### config.mk
export PLATFORM = sky130hd
export DESIGN_NAME = mpirq_ctrl
export DESIGN_NICKNAME = d
export VERILOG_FILES = /design/src/rtl/mpirq_pkg.sv /design/src/rtl/mpirq_sync.sv /design/src/rtl/mpirq_bank.sv /design/src/rtl/mpirq_regs.sv /design/src/rtl/mpirq_ctrl.sv
export SDC_FILE = /design/constraint.sdc
export NUM_CORES = 1
export LEC_CHECK = 0
export BUFFER_PORTS_ARGS = -buffer_cell sky130_fd_sc_hd__clkbuf_2
export CORE_ASPECT_RATIO = 1.25
export CORE_MARGIN = 5
export CORE_UTILIZATION = 58
export DETAILED_ROUTE_END_ITERATION = 10
export PLACE_DENSITY_LB_ADDON = 0.05
export SLEW_MARGIN = 20
export SYNTH_ARGS = -nofsm -noshare
export SYNTH_HDL_FRONTEND = slang
export SYNTH_SLANG_ARGS = --single-unit
### constraint.sdc
create_clock -name clk -period 5.5 [get_ports clk]
set_clock_uncertainty 0.15 [all_clocks]
set_input_delay 0 -clock clk [delete_from_list [all_inputs] [get_ports clk]]
set_output_delay 0 -clock clk [all_outputs]
set_load 0.05 [all_outputs]
### src/rtl/mpirq_pkg.sv
package mpirq_pkg;
  localparam int DW      = 16;
  localparam int AW      = 4;
  localparam int PORT_W  = 8;
  localparam int OD_W    = 2;
  localparam int NLINE   = 9;
  localparam int NEV     = 2;
  localparam int P_EV0   = NLINE;
  localparam int P_PORT0 = NLINE + NEV;
  localparam int P_OD0   = P_PORT0 + PORT_W;
  localparam int NPIN    = P_OD0 + OD_W;
  localparam int NEDGE   = NLINE + NEV;
  localparam int IRQ_W   = 8 + PORT_W;
  localparam int FIQ_W   = 4;

  // line indices of the numbered inputs (input n sits at n-1)
  localparam int L_IN5 = 4;
  localparam int L_IN6 = 5;
  localparam int L_IN8 = 7;
  localparam int L_IN9 = 8;

  // active-low numbered inputs: 1,3,4,6,8
  localparam logic [NLINE-1:0] LINE_LOW = 9'b010101101;
  localparam logic [NPIN-1:0]  ACT_LOW  = {{OD_W{1'b0}}, {PORT_W{1'b0}}, {NEV{1'b1}}, LINE_LOW};
  localparam logic [NPIN-1:0]  PIN_IDLE = {{OD_W{1'b1}}, {PORT_W{1'b0}}, {NEV{1'b1}}, LINE_LOW};
  localparam logic [IRQ_W-1:0] IRQ_EDGE = {{(IRQ_W-2){1'b0}}, 2'b11};
  localparam logic [FIQ_W-1:0] FIQ_EDGE = '0;

  typedef enum logic [AW-1:0] {
    RA_IRQ_PEND = 4'd0,
    RA_IRQ_CLR  = 4'd1,
    RA_IRQ_EN   = 4'd2,
    RA_IRQ_REQ  = 4'd3,
    RA_FIQ_PEND = 4'd4,
    RA_FIQ_CLR  = 4'd5,
    RA_FIQ_EN   = 4'd6,
    RA_FIQ_REQ  = 4'd7,
    RA_RAW      = 4'd8,
    RA_PORT_OUT = 4'd9,
    RA_PORT_OE  = 4'd10,
    RA_OD_CTRL  = 4'd11
  } reg_addr_e;
endpackage

### src/rtl/mpirq_sync.sv
module mpirq_sync #(
  parameter int           W       = 1,
  parameter logic [W-1:0] RST_VAL = '0
) (
  input  logic         clk,
  input  logic         rst_n,
  input  logic [W-1:0] d_i,
  output logic [W-1:0] q_o
);
  logic [W-1:0] meta_q;
  logic [W-1:0] stab_q;

  always_ff @(posedge clk or negedge rst_n) begin
    if (!rst_n) begin
      meta_q <= RST_VAL;
      stab_q <= RST_VAL;
    end else begin
      meta_q <= d_i;
      stab_q <= meta_q;
    end
  end

  assign q_o = stab_q;
endmodule

### src/rtl/mpirq_bank.sv
module mpirq_bank #(
  parameter int           W         = 8,
  parameter logic [W-1:0] EDGE_MASK = '0
) (
  input  logic         clk,
  input  logic         rst_n,
  input  logic [W-1:0] act_i,
  input  logic [W-1:0] rise_i,
  input  logic [W-1:0] clr_i,
  output logic [W-1:0] pend_o
);
  logic unused_sink;
  assign unused_sink = &{1'b0, clk, rst_n, act_i, rise_i, clr_i};

  for (genvar i = 0; i < W; i++) begin : g_bit
    if (EDGE_MASK[i]) begin : g_edge
      logic hit_q;
      logic hit_d;
      // a new edge in the same cycle as a clear keeps the bit set
      always_comb hit_d = (hit_q & ~clr_i[i]) | rise_i[i];
      always_ff @(posedge clk or negedge rst_n) begin
        if (!rst_n) hit_q <= 1'b0;
        else        hit_q <= hit_d;
      end
      assign pend_o[i] = hit_q;
    end else begin : g_lvl
      assign pend_o[i] = act_i[i];
    end
  end
endmodule

### src/rtl/mpirq_regs.sv
module mpirq_regs
  import mpirq_pkg::*;
(
  input  logic              clk,
  input  logic              rst_n,
  input  logic [AW-1:0]     addr_i,
  input  logic              wr_i,
  input  logic [DW-1:0]     wdata_i,
  input  logic [IRQ_W-1:0]  irq_pend_i,
  input  logic [FIQ_W-1:0]  fiq_pend_i,
  input  logic [DW-1:0]     raw_i,
  output logic [DW-1:0]     rdata_o,
  output logic [IRQ_W-1:0]  irq_en_o,
  output logic [FIQ_W-1:0]  fiq_en_o,
  output logic [IRQ_W-1:0]  irq_clr_o,
  output logic [FIQ_W-1:0]  fiq_clr_o,
  output logic [PORT_W-1:0] port_out_o,
  output logic [PORT_W-1:0] port_oe_o,
  output logic [OD_W-1:0]   od_low_o
);
  logic [IRQ_W-1:0]  irq_en_q;
  logic [FIQ_W-1:0]  fiq_en_q;
  logic [PORT_W-1:0] port_out_q;
  logic [PORT_W-1:0] port_oe_q;
  logic [OD_W-1:0]   od_low_q;

  logic irq_en_we, fiq_en_we, port_out_we, port_oe_we, od_we;
  logic irq_clr_we, fiq_clr_we;

  always_comb begin
    irq_en_we   = wr_i && (addr_i == RA_IRQ_EN);
    fiq_en_we   = wr_i && (addr_i == RA_FIQ_EN);
    port_out_we = wr_i && (addr_i == RA_PORT_OUT);
    port_oe_we  = wr_i && (addr_i == RA_PORT_OE);
    od_we       = wr_i && (addr_i == RA_OD_CTRL);
    irq_clr_we  = wr_i && (addr_i == RA_IRQ_CLR);
    fiq_clr_we  = wr_i && (addr_i == RA_FIQ_CLR);
  end

  always_ff @(posedge clk or negedge rst_n) begin
    if (!rst_n) begin
      irq_en_q   <= '0;
      fiq_en_q   <= '0;
      port_out_q <= '0;
      port_oe_q  <= '0;
      od_low_q   <= '0;
    end else begin
      if (irq_en_we)   irq_en_q   <= wdata_i[IRQ_W-1:0];
      if (fiq_en_we)   fiq_en_q   <= wdata_i[FIQ_W-1:0];
      if (port_out_we) port_out_q <= wdata_i[PORT_W-1:0];
      if (port_oe_we)  port_oe_q  <= wdata_i[PORT_W-1:0];
      if (od_we)       od_low_q   <= wdata_i[OD_W-1:0];
    end
  end

  assign irq_clr_o  = irq_clr_we ? wdata_i[IRQ_W-1:0] : '0;
  assign fiq_clr_o  = fiq_clr_we ? wdata_i[FIQ_W-1:0] : '0;
  assign irq_en_o   = irq_en_q;
  assign fiq_en_o   = fiq_en_q;
  assign port_out_o = port_out_q;
  assign port_oe_o  = port_oe_q;
  assign od_low_o   = od_low_q;

  always_comb begin
    rdata_o = '0;
    case (addr_i)
      RA_IRQ_PEND: rdata_o[IRQ_W-1:0]  = irq_pend_i;
      RA_IRQ_EN:   rdata_o[IRQ_W-1:0]  = irq_en_q;
      RA_IRQ_REQ:  rdata_o[IRQ_W-1:0]  = irq_pend_i & irq_en_q;
      RA_FIQ_PEND: rdata_o[FIQ_W-1:0]  = fiq_pend_i;
      RA_FIQ_EN:   rdata_o[FIQ_W-1:0]  = fiq_en_q;
      RA_FIQ_REQ:  rdata_o[FIQ_W-1:0]  = fiq_pend_i & fiq_en_q;
      RA_RAW:      rdata_o             = raw_i;
      RA_PORT_OUT: rdata_o[PORT_W-1:0] = port_out_q;
      RA_PORT_OE:  rdata_o[PORT_W-1:0] = port_oe_q;
      RA_OD_CTRL:  rdata_o[OD_W-1:0]   = od_low_q;
      default:     rdata_o             = '0;
    endcase
  end
endmodule

### src/rtl/mpirq_ctrl.sv
module mpirq_ctrl
  import mpirq_pkg::*;
(
  input  logic              clk,
  input  logic              rst_n,
  input  logic              nint1_i,
  input  logic              int2_i,
  input  logic              nint3_i,
  input  logic              nint4_i,
  input  logic              int5_i,
  input  logic              nint6_i,
  input  logic              int7_i,
  input  logic              nint8_i,
  input  logic              int9_i,
  input  logic              nevent1_i,
  input  logic              nevent2_i,
  input  logic [PORT_W-1:0] port_i,
  output logic [PORT_W-1:0] port_o,
  output logic [PORT_W-1:0] port_oe_o,
  input  logic [OD_W-1:0]   od_i,
  output logic [OD_W-1:0]   od_low_o,
  input  logic [AW-1:0]     bus_addr_i,
  input  logic              bus_wr_i,
  input  logic [DW-1:0]     bus_wdata_i,
  output logic [DW-1:0]     bus_rdata_o,
  output logic              irq_o,
  output logic              fiq_o,
  output logic              wake_o
);
  // reset: asserted asynchronously, released on the clock
  logic [1:0] rst_pipe_q;
  logic       rst_sync_n;

  always_ff @(posedge clk or negedge rst_n) begin
    if (!rst_n) rst_pipe_q <= '0;
    else        rst_pipe_q <= {rst_pipe_q[0], 1'b1};
  end
  assign rst_sync_n = rst_pipe_q[1];

  // pin capture and polarity normalisation
  logic [NPIN-1:0] pin_raw_w, pin_s_w, act_w;
  logic [NEDGE-1:0] prev_q, rise_w;

  assign pin_raw_w = {od_i, port_i, nevent2_i, nevent1_i, int9_i, nint8_i, int7_i,
                      nint6_i, int5_i, nint4_i, nint3_i, int2_i, nint1_i};

  mpirq_sync #(.W(NPIN), .RST_VAL(PIN_IDLE)) u_sync (
    .clk   (clk),
    .rst_n (rst_sync_n),
    .d_i   (pin_raw_w),
    .q_o   (pin_s_w)
  );

  assign act_w = pin_s_w ^ ACT_LOW;

  always_ff @(posedge clk or negedge rst_sync_n) begin
    if (!rst_sync_n) prev_q <= '0;
    else             prev_q <= act_w[NEDGE-1:0];
  end
  assign rise_w = act_w[NEDGE-1:0] & ~prev_q;

  logic unused_top;
  assign unused_top = &{1'b0, rise_w[L_IN9], act_w[P_OD0 +: OD_W]};

  // source banks
  logic [IRQ_W-1:0] irq_act_w, irq_rise_w, irq_pend_w, irq_en_w, irq_clr_w;
  logic [FIQ_W-1:0] fiq_act_w, fiq_pend_w, fiq_en_w, fiq_clr_w;

  assign irq_act_w  = {act_w[P_PORT0 +: PORT_W], act_w[7:0]};
  assign irq_rise_w = {{PORT_W{1'b0}}, rise_w[7:0]};
  assign fiq_act_w  = {act_w[L_IN9], act_w[L_IN8], act_w[L_IN6], act_w[L_IN5]};

  mpirq_bank #(.W(IRQ_W), .EDGE_MASK(IRQ_EDGE)) u_irq_bank (
    .clk    (clk),
    .rst_n  (rst_sync_n),
    .act_i  (irq_act_w),
    .rise_i (irq_rise_w),
    .clr_i  (irq_clr_w),
    .pend_o (irq_pend_w)
  );

  mpirq_bank #(.W(FIQ_W), .EDGE_MASK(FIQ_EDGE)) u_fiq_bank (
    .clk    (clk),
    .rst_n  (rst_sync_n),
    .act_i  (fiq_act_w),
    .rise_i ('0),
    .clr_i  (fiq_clr_w),
    .pend_o (fiq_pend_w)
  );

  // register file
  logic [DW-1:0] raw_view_w;
  assign raw_view_w = {pin_s_w[P_PORT0 +: PORT_W], {(DW-PORT_W-OD_W-1){1'b0}},
                       pin_s_w[P_OD0 +: OD_W], pin_s_w[0]};

  mpirq_regs u_regs (
    .clk        (clk),
    .rst_n      (rst_sync_n),
    .addr_i     (bus_addr_i),
    .wr_i       (bus_wr_i),
    .wdata_i    (bus_wdata_i),
    .irq_pend_i (irq_pend_w),
    .fiq_pend_i (fiq_pend_w),
    .raw_i      (raw_view_w),
    .rdata_o    (bus_rdata_o),
    .irq_en_o   (irq_en_w),
    .fiq_en_o   (fiq_en_w),
    .irq_clr_o  (irq_clr_w),
    .fiq_clr_o  (fiq_clr_w),
    .port_out_o (port_o),
    .port_oe_o  (port_oe_o),
    .od_low_o   (od_low_o)
  );

  // output stage
  logic irq_d, fiq_d, wake_d;
  logic irq_q, fiq_q, wake_q;

  always_comb begin
    irq_d  = |(irq_pend_w & irq_en_w);
    fiq_d  = |(fiq_pend_w & fiq_en_w);
    wake_d = |rise_w[P_EV0 +: NEV];
  end

  always_ff @(posedge clk or negedge rst_sync_n) begin
    if (!rst_sync_n) begin
      irq_q  <= 1'b0;
      fiq_q  <= 1'b0;
      wake_q <= 1'b0;
    end else begin
      irq_q  <= irq_d;
      fiq_q  <= fiq_d;
      wake_q <= wake_d;
    end
  end

  assign irq_o  = irq_q;
  assign fiq_o  = fiq_q;
  assign wake_o = wake_q;
endmodule

==> impl_results.md <==
- Worst-Margin Slew: 801.8 ps
- Max cap viols: 0
- Gr busiest metal: met2
- Main flop type after synthesis: dfrtp_1
- Largest net degree at the start of global routing: 52
- Vias in the first global route: 2925
- Period utilization: 40.53%
- Hold Crit Class: in2reg
- Ant. Diodes: 0
- Die X: about 82 µm
- Clock tree from TritonCTS: done
- CTS Buf Count: 9
- CP endpoint kind: primary output
- Clock sink total: 91
- I/O pins: 81
- Yosys reg bits: 91
- Worst path cell trace: clkbuf_2 > nor2_1 > a21oi_1 > or3_1 > a21oi_1 > clkbuf_2
- CTS clk-pin slew, worst paths: 90 ps
- Required time of the critical path: 5350 ps
- CP delay by family, top: simple AND/OR/NAND/NOR gates
- Setup crit start kind: input pin
- Post-Route WL: 9.017 mm
- Most frequent cell after synthesis: dfrtp_1
- Post-route ant nets: 0
- Status: completed
- Final Hold Viols: 0
- # resized after CTS: 0
- Routed vias: 2772
- Grt met1 use: 30.53%
- CP max FO: 32
- First-pass GRT wire length: 14.75 mm
- IO Port Bufs: 80
- Synth top area share: 48.59%
- # nets final: 442
- Syn Nets: about 330
- # rows: 32
- Core region area: around 0.0062 mm²
- Critical path data arrival time: 2080 ps
- 1st-iter DRT viols: ~140
- Fill count: roughly 420
- Vias/cell: 5.680
- DP HPWL: a little under 6 mm
- Die Area: 0.008203 mm²
- GRT Total Usage: about a quarter
- Initial Utilization: 60.20%
- Max VDD drop: 0.2415 mV
- Fmax: about 450 MHz
- Worst setup path category: in2out
- Synth-to-layout area growth: 26.09%
- Root buf cell: clkbuf_8
- Synth area leaders: dfrtp_1 49%, dfstp_2 13%, mux2_2 13%, a21oi_1 2.1%, nand2_1 2.1%
- Synth top cells by count: 73 x dfrtp_1, 42 x mux2_2, 21 x nand2_1
- Routed len/inst: 18.48 µm
- Worst skew pair latency: around 370 ps
- PwrDens: 362.4 mW/mm²
- Number of synthesis warnings: 0
- CP max-delay cell: nor2_1
- Area leader, netlist: dfrtp_1
- Slew Limit Fails: 0
- Global route total overflow: 0
- Peak per-stage delay on the critical path: between 700 and 800 ps
- Setup Viol. Count Final: 0
- Yosys cell types: 48
- Met2 Usage GRT: between 40% and 50%
- Drc violations: 0
- Initial antenna violation count: 0
- Met3 GRT Util: 5.386%
- Ys async rst share: between 90% and 100%
- Final Critical Period: about 2200 ps
- Mapped Cells: 285
- H-tree depth: 3
- Drt first pass iters: 4
- Leakage: ~2.1 nW
- Layout cell share with drive strength beyond 1: 41.69%
- Max clock buf depth: 2
- WP buf/inv: 2
- Syn Area/Cell: 13.19 µm²
- Number of flops mapped to enable cells by yosys: 0
- Synthesized area: 0.003760 mm²
- Register area share after synthesis: 61.16%
- Unrepaired setup endpoints after global routing: false
- Routability Congestion: 0.8638
- Worst rel slew slack: a little under half
- Setup TNS: 0 ps
- Die Y: 100.0 µm
- Post-layout utilization of the core: 75.90%
## cell usage in the layout, fill, tap and decap left out, drive strengths merged, types with 2 or more instances in the layout
| cell type | netlist | routed |
|---|---|---|
| nand4 | 3 | 3 |
| clkinv | 0 | 2 |
| nand3 | 4 | 4 |
| mux2 | 42 | 42 |
| nand3b | 3 | 3 |
| nor3 | 4 | 4 |
| a22o | 4 | 4 |
| o22ai | 3 | 3 |
| mux2i | 2 | 2 |
| a221oi | 3 | 3 |
| dfstp | 18 | 18 |
| dfrtp | 73 | 73 |
| clkbuf | 9 | 90 |
| nand2 | 21 | 21 |
| dlygate4sd3 | 0 | 40 |
| a22oi | 10 | 10 |
| nor3b | 2 | 2 |
| a21oi | 16 | 16 |
| a31oi | 3 | 3 |
| o2111ai | 9 | 9 |
| nor2 | 4 | 4 |
| a32oi | 3 | 3 |
| inv | 10 | 12 |
| o21ai | 4 | 4 |
| a211o | 2 | 2 |
| or3 | 2 | 2 |
| a211oi | 3 | 3 |
| nor2b | 3 | 3 |
| and3 | 4 | 4 |
## final timing paths
check                         startpoint                          endpoint  slack (ps)  cells past startpoint
setup / recovery           bus_addr_i[1]                    bus_rdata_o[7]        3270                      6
hold / removal                 nevent1_i                  u_sync.meta_q[9]         110                      2
setup reg to reg           u_sync.q_o[4]                             irq_o        4010                      4
hold reg to reg            rst_pipe_q[1]                        prev_q[10]         150                      0
max in group asynchronous  rst_pipe_q[1]  u_irq_bank.g_bit[0].g_edge.hit_q        4050                      1
min in group asynchronous  rst_pipe_q[1]                        prev_q[10]         150                      0
## cells by family (layout without fill, tap and decap cells)
family,after synthesis,after routing,share of synthesized area [%]
mux,44,44,13.11
compound gates,66,66,12.71
flops,91,91,61.16
other cells,1,1,0.09974
simple gates,54,54,8.019
buf+inv,29,147,4.892
## worst reg2reg max path, delay by kind of cell, from the launching register on
kind,cells,cell delay (ps)
simple gates,2,280
flops,1,490
compound gates,2,440
## stage by stage
step	cells	setup WS, ps	area, µm²	hold slack (ps)	power, mW
after floorplan	285	2659	3760	-445.6	1.125
after global placement	432	3344	4131	-363.0	1.224
after detailed placement	432	3309	4131	-360.9	1.232
after CTS	488	3301	4741	97.49	1.723
after global routing	488	3134	4741	97.76	1.789
final	488	3271	4741	114.8	1.718
## sequential cells by signal, summed over array words and instances (netlist names), 4 cells and up
| register | cells |
|---|---|
| u_regs.irq_en_o | 16 |
| u_regs.fiq_en_o | 4 |
| u_regs.port_oe_o | 8 |
| u_sync.q_o | 21 |
| prev_q | 4 |
| u_regs.port_out_o | 8 |
| u_sync.meta_q | 21 |
## layer usage
metal / routed length, µm / vias to the layer above
li1: - / 1270
met1: 3505 / 1384
met2: 4824 / 103
met3: 520 / 15
met4: 167 / 0
met5: 0 / -
## final cells by class
type	count	area, µm²	share of cell area, %
Inverter	10	37.54	0.7918
Timing Repair Buffer	121	808.3	17.05
Multi-Input combinational cell	165	1276	26.92
Clock inverter	6	71.32	1.504
Clock buffer	10	137.6	2.903
Sequential cell	91	2303	48.59
Tap cell	85	106.4	2.243
## power breakdown
group | switching, mW | internal, mW | total, mW
logic | 0.256 | 0.146 | 0.402
clock network | 0.249 | 0.227 | 0.476
registers | 0.0789 | 0.761 | 0.840
## what timing repair did
action                                 CTS  global route
endpoints found under the hold margin   63             0
setup buffers                            0             0
hold buffers                            40             0
Power figures use the tool's default switching activity.
